## src/rtl/mf2sp_pkg.sv

```systemverilog
package mf2sp_pkg;
  localparam int IN_W     = 16;
  localparam int OUT_W    = 32;
  localparam int FRAC_W   = 23;
  localparam int EXP_W    = 8;
  localparam int OUT_BIAS = 127;
  localparam int MAN_AL_W = 10;  // widest input mantissa
  localparam int SEL_W    = 3;

  typedef enum logic [SEL_W-1:0] {
    SEL_S3M4_B7 = 3'd0,
    SEL_S3M4_B8 = 3'd1,
    SEL_S4M3    = 3'd2,
    SEL_U4M4    = 3'd3,
    SEL_S5M10   = 3'd4,
    SEL_S8M7    = 3'd5,
    SEL_BAD6    = 3'd6,
    SEL_BAD7    = 3'd7
  } sel_e;

  typedef struct packed {
    logic                sgn;
    logic [EXP_W-1:0]    exp;
    logic [MAN_AL_W-1:0] man_al;    // mantissa left-aligned
    logic [EXP_W-1:0]    bias;
    logic                exp_ones;
    logic                has_special;
    logic                upper_half;  // 1/8/7 layout: direct placement
    logic                bad;
  } fields_t;
endpackage

```

## src/rtl/mf2sp_unpack.sv

```systemverilog
module mf2sp_unpack
  import mf2sp_pkg::*;
(
  input  logic [SEL_W-1:0] sel,
  input  logic [IN_W-1:0]  word,
  output fields_t          fld
);
  always_comb begin
    fld = '0;
    unique case (sel_e'(sel))
      SEL_S3M4_B7, SEL_S3M4_B8: begin
        fld.sgn      = word[7];
        fld.exp      = {5'd0, word[6:4]};
        fld.man_al   = {word[3:0], 6'd0};
        fld.bias     = (sel_e'(sel) == SEL_S3M4_B8) ? 8'd8 : 8'd7;
        fld.exp_ones = &word[6:4];
      end
      SEL_S4M3: begin
        fld.sgn      = word[7];
        fld.exp      = {4'd0, word[6:3]};
        fld.man_al   = {word[2:0], 7'd0};
        fld.bias     = 8'd7;
        fld.exp_ones = &word[6:3];
      end
      SEL_U4M4: begin
        fld.sgn      = 1'b0;
        fld.exp      = {4'd0, word[7:4]};
        fld.man_al   = {word[3:0], 6'd0};
        fld.bias     = 8'd7;
        fld.exp_ones = &word[7:4];
      end
      SEL_S5M10: begin
        fld.sgn         = word[15];
        fld.exp         = {3'd0, word[14:10]};
        fld.man_al      = word[9:0];
        fld.bias        = 8'd15;
        fld.exp_ones    = &word[14:10];
        fld.has_special = 1'b1;
      end
      SEL_S8M7: begin
        fld.sgn         = word[15];
        fld.exp         = word[14:7];
        fld.man_al      = {word[6:0], 3'd0};
        fld.bias        = 8'd127;
        fld.exp_ones    = &word[14:7];
        fld.has_special = 1'b1;
        fld.upper_half  = 1'b1;
      end
      default: fld.bad = 1'b1;
    endcase
  end
endmodule

```

## src/rtl/mf2sp_lzc.sv

```systemverilog
module mf2sp_lzc #(
  parameter int W  = 10,
  localparam int CW = $clog2(W + 1)
) (
  input  logic [W-1:0]  vec,
  output logic [CW-1:0] cnt
);
  always_comb begin
    cnt = CW'(W);
    for (int i = 0; i < W; i++) begin
      if (vec[i]) cnt = CW'(W - 1 - i);
    end
  end
endmodule

```

## src/rtl/mf2sp_convert.sv

```systemverilog
module mf2sp_convert
  import mf2sp_pkg::*;
(
  input  logic              clk,
  input  logic              rst,
  input  logic              in_valid,
  input  logic [SEL_W-1:0]  in_fmt,
  input  logic [IN_W-1:0]   in_word,
  output logic              out_valid,
  output logic [OUT_W-1:0]  out_word,
  output logic              out_err
);
  localparam int LZ_W  = $clog2(MAN_AL_W + 1);
  localparam int EXT_W = EXP_W + 2;
  localparam int PAD_W = FRAC_W - MAN_AL_W;

  fields_t          fld;
  logic [LZ_W-1:0]  lz;
  logic [EXT_W-1:0] e_norm, e_sub;
  logic [MAN_AL_W-1:0] frac_sub;
  logic             exp_zero, man_zero;
  logic [OUT_W-1:0] res;

  mf2sp_unpack u_unpack (.sel(in_fmt), .word(in_word), .fld(fld));
  mf2sp_lzc #(.W(MAN_AL_W)) u_lzc (.vec(fld.man_al), .cnt(lz));

  always_comb begin
    exp_zero = (fld.exp == '0);
    man_zero = (fld.man_al == '0);
    e_norm   = EXT_W'(fld.exp) - EXT_W'(fld.bias) + EXT_W'(OUT_BIAS);
    e_sub    = EXT_W'(OUT_BIAS) - EXT_W'(fld.bias) - EXT_W'(lz);
    frac_sub = fld.man_al << (EXT_W'(lz) + EXT_W'(1));
    if (fld.bad)
      res = '0;
    else if (fld.upper_half)
      res = {in_word, 16'd0} | ((fld.exp_ones && !man_zero) ? 32'h0040_0000 : 32'd0);
    else if (exp_zero && man_zero)
      res = {fld.sgn, 31'd0};
    else if (exp_zero)
      res = {fld.sgn, e_sub[EXP_W-1:0], frac_sub, PAD_W'(0)};
    else if (fld.has_special && fld.exp_ones)
      res = man_zero ? {fld.sgn, 8'hFF, 23'd0}
                     : {fld.sgn, 8'hFF, 1'b1, fld.man_al[MAN_AL_W-2:0], PAD_W'(0)};
    else
      res = {fld.sgn, e_norm[EXP_W-1:0], fld.man_al, PAD_W'(0)};
  end

  always_ff @(posedge clk) begin
    if (rst) begin
      out_valid <= 1'b0;
      out_word  <= '0;
      out_err   <= 1'b0;
    end else begin
      out_valid <= in_valid;
      if (in_valid) begin
        out_word <= res;
        out_err  <= fld.bad;
      end
    end
  end

  AST_VALID_LATENCY: assert property (@(posedge clk) disable iff (rst)
    out_valid == $past(in_valid && !rst));
  AST_HOLD_IDLE: assert property (@(posedge clk) disable iff (rst)
    !$past(in_valid) |-> $stable(out_word) && $stable(out_err));
  AST_BAD_SEL_ZERO: assert property (@(posedge clk) disable iff (rst)
    out_valid && $past(in_fmt) >= 3'd6 |-> out_err && out_word == '0);
  AST_GOOD_SEL_NOERR: assert property (@(posedge clk) disable iff (rst)
    out_valid && $past(in_fmt) < 3'd6 |-> !out_err);
  AST_UNSIGNED_POS: assert property (@(posedge clk) disable iff (rst)
    out_valid && $past(in_fmt) == 3'd3 |-> !out_word[31]);
  AST_SMALL_FINITE: assert property (@(posedge clk) disable iff (rst)
    out_valid && $past(in_fmt) < 3'd4 |-> out_word[30:23] != 8'hFF);
  AST_NAN_QUIET: assert property (@(posedge clk) disable iff (rst)
    out_valid && out_word[30:23] == 8'hFF && out_word[22:0] != '0
    |-> out_word[22]);
endmodule

```

## config.mk

```make
export PLATFORM = sky130hd
export DESIGN_NAME = mf2sp_convert
export DESIGN_NICKNAME = d
export VERILOG_FILES = /design/src/rtl/mf2sp_pkg.sv /design/src/rtl/mf2sp_unpack.sv /design/src/rtl/mf2sp_lzc.sv /design/src/rtl/mf2sp_convert.sv
export SDC_FILE = /design/constraint.sdc
export NUM_CORES = 1
export LEC_CHECK = 0
export BUFFER_PORTS_ARGS = -buffer_cell sky130_fd_sc_hd__buf_2
export CORE_AREA = 2 2 74 76
export DETAILED_ROUTE_END_ITERATION = 10
export DIE_AREA = 0 0 76 78
export GPL_ROUTABILITY_DRIVEN = 0
export PLACE_DENSITY_LB_ADDON = 0.12
export SYNTH_ARGS = -nofsm -noshare
export SYNTH_HDL_FRONTEND = slang
export SYNTH_SLANG_ARGS = --single-unit
```

## constraint.sdc

```tcl
create_clock -name clk -period 3.7 [get_ports clk]
set_input_delay 0 -clock clk [delete_from_list [all_inputs] [get_ports clk]]
set_output_delay 0 -clock clk [all_outputs]
set_load 0.02 [all_outputs]
```

==> impl_metrics.json <==
{
  "grt_max_degree": 27,
  "vias": 2843,
  "yosys.area.top_type_share_pct": 15.5,
  "crit_chain": "buf_2 -> nor2b_2 -> a22o_4 -> a221o_1 -> or3_1 -> ha_1 -> ha_1 -> inv_1 -> fa_1 -> nor2b_1 -> o21ai_0 -> nand2b_1 -> and3_1 -> o21ai_0 -> a311oi_1",
  "path_clk_slew_ns": 0.07,
  "syn-instance-count": 354,
  "synth_seq_cells": 21,
  "antenna_cells": 0,
  "placed_cell_area_um2": 2880,
  "hold_viol_final": 0,
  "final_nets": 428,
  "fin_cells": 453,
  "dp_cells": 449,
  "die_area_um2": 5930,
  "stdcell_area_um2": 2930,
  "drc": 0,
  "arrival_ns": 3.33,
  "crit_required_ns": 3.87,
  "dp_slack_ns": 0.305,
  "cts_resized": 0,
  "crit_type": "primary input to flop",
  "hpwlAfterDp_um": 6130,
  "status": "completed",
  "avgSynthCellArea_um2": 7.65,
  "cts_buffers": 3,
  "start_kind": "primary input",
  "fin_crit_sh_pct": 85.4,
  "finalCriticalPeriod_ns": 3.16,
  "grt_pass1_wl_um": 12900,
  "ant_nets": 0,
  "clockBufferDepth": 2,
  "ys.flop_type": "dfxtp_1",
  "cts_sinks": 21,
  "hold_class": "primary input to flop",
  "synth.distinct_cells": 73,
  "yosys_warnings": 0,
  "rsz0062_at_grt": "false",
  "io_pins": 56,
  "drive_gt1_share_pct": 18.3,
  "start_util_pct": 53.7,
  "via_per_inst": 6.28,
  "fin_ws_ns": 0.539,
  "fin_setup_tns_ns": 0,
  "ys_seq_area_share_pct": 15.5,
  "drt_iter0_drc": 268,
  "die_w_um": 76,
  "maxCapViolCount": 0,
  "cp_slowest_stage_delay_ns": 0.44,
  "post-route-util_pct": 58.1,
  "post-cts-setup-buffer-count": 0,
  "vdd_drop_max_mv": 0.157,
  "critPathTopFamily": "compound AO/OA/AOI/OAI gates",
  "routedWlPerCell_um": 17.6,
  "critPathBufInv": 2,
  "p_leak_nw": 1.33,
  "syn_area_um2": 2710,
  "timing.max_slew.rel_slack_pct": 57.1,
  "dr.pass1.iters": 5,
  "drv_slew": 0,
  "synthArstFlopShare_pct": 0,
  "cts_tree": "yes",
  "power.density_nw_per_um2": 297,
  "num_rows": 26,
  "hold_buffers": 0,
  "crit_fanout": 16,
  "coreArea_um2": 5040,
  "insertion_delay_ns": 0.26,
  "yosys.area.top_type": "dfxtp_1",
  "antenna_found_initial": 0,
  "synth_edf_count": 0,
  "wl_um": 7980,
  "crit_path_end_kind": "flop",
  "worstMarginPinSlew_ns": 0.644,
  "die_y_um": 78,
  "setup_viol": 0,
  "syn2layout_area_growth_pct": 8.18,
  "grt_pass1_vias": 2465,
  "ys_top_cells_by_area": "dfxtp_1 (16%), ha_1 (9.2%), a21oi_1 (6.1%), nand2_1 (4.3%), buf_4 (3.9%)",
  "cpMaxStageDelayCell": "or3_1",
  "root_buffer": "clkbuf_8",
  "h-tree-depth": 1,
  "grt_usage_pct": 26.9,
  "numPortBuffers": 42,
  "grt.overflow.total": 0,
  "max_freq_mhz": 316,
  "fin_skew_ns": 0
}
-- cells in the final DEF (no fill, tap or decap), drive strengths merged, types with 3 or more instances in the layout --
| master | count |
|---|---|
| buf | 48 |
| clkinv | 3 |
| a22o | 4 |
| nor3 | 7 |
| a31oi | 6 |
| nor2 | 22 |
| a221oi | 6 |
| or3 | 3 |
| clkbuf | 3 |
| nor2b | 9 |
| a211oi | 5 |
| and2 | 5 |
| a32oi | 3 |
| nand2 | 32 |
| o21ai | 21 |
| and3 | 13 |
| a22oi | 4 |
| mux2i | 10 |
| a21o | 4 |
| dfxtp | 21 |
| o311ai | 6 |
| o211ai | 4 |
| conb | 14 |
| a21oi | 34 |
| nand3 | 10 |
| ha | 20 |
| inv | 16 |
| nand2b | 8 |
-- per-stage QoR --
| step | power, W | hold slack [ns] |
|---|---|---|
| 4_1_cts | 0.000863 | 0.0791 |
| 3_5_place_dp | 0.000713 | 0.355 |
| 5_1_grt | 0.000929 | 0.102 |
| 6_report | 0.000869 | 0.0976 |
| 3_3_place_gp | 0.000710 | 0.358 |
| 2_1_floorplan | 0.000617 | 0.163 |
-- logic make-up (layout without fill, tap and decap cells) --
kind of cell,count (synthesis),in the layout,share of synthesized area (%)
other,1,14,0.139
DFF,21,21,15.5
xor gates and xnor gates,4,4,1.29
adders and majority gates,22,22,10.7
muxes,14,14,6.20
buffers and inverters,54,70,10.5
and+or+nand+nor,120,120,24.0
AOI/OAI and AO/OA,118,118,31.6
-- cell usage after synthesis (2+ instances only) --
cell	n
a21oi_1	33
nand2_1	31
nor2_1	22
dfxtp_1	21
ha_1	20
o21ai_0	20
inv_1	15
buf_4	14
and3_1	13
clkbuf_1	13
mux2i_1	10
nand3_1	10
nand2b_1	8
nor2b_1	8
a31oi_1	6
nor3_1	6
a211oi_1	5
and2_1	5
buf_2	5
a21o_1	4
a22oi_1	4
o211ai_1	4
o311ai_1	4
a221oi_1	3
a22o_1	3
a32oi_1	3
buf_6	3
a211o_1	2
a221oi_2	2
a222oi_1	2
a41oi_1	2
and4_1	2
clkinv_1	2
fa_1	2
mux4_2	2
nor4bb_1	2
o2111a_1	2
o2bb2ai_1	2
o32ai_1	2
or3_1	2
xnor2_1	2
xor2_1	2
-- final timing paths --
kind                              startpoint      endpoint  slack, ns  depth (start not counted)
worst max-delay path               in_fmt[2]  out_word[30]       0.54                         15
worst min register to register       out_err       out_err       0.47                          2
worst min-delay path             in_word[14]  out_word[30]        0.1                          3
worst max register to register  out_word[20]  out_word[20]       2.60                          3
-- layout make-up --
class	count	area, um2
Inverter	18	67.6
Timing Repair Buffer	48	255
Tap cell	70	87.6
Clock buffer	3	41.3
Clock inverter	1	5.00
Multi-Input combinational cell	292	2050
Fill cell	501	2110
Sequential cell	21	420
-- layer usage --
metal,up-vias,GRT usage [%],part of all wire [%]
met5,-,0,0
met1,1339,42.1,49
met4,0,6.55,0.79
li1,1352,-,-
met3,5,2.44,7.9
met2,147,39.4,42
-- worst reg2reg max path: cells and delay by family, from the launching register on --
family	cells	cell delay, ns
flops	1	0.35
compound gates	3	0.62
-- registers in the layout, indices dropped and copies added, names as in the netlist --
name       count
out_err        1
out_word      19
out_valid      1
-- where the power goes --
part           total (W)  switching, W  internal, W
registers       0.000252    0.00000923     0.000243
logic           0.000467      0.000289     0.000178
clock network   0.000150     0.0000746    0.0000751
total           0.000869      0.000373     0.000496
(Power assumes the default switching activity.)
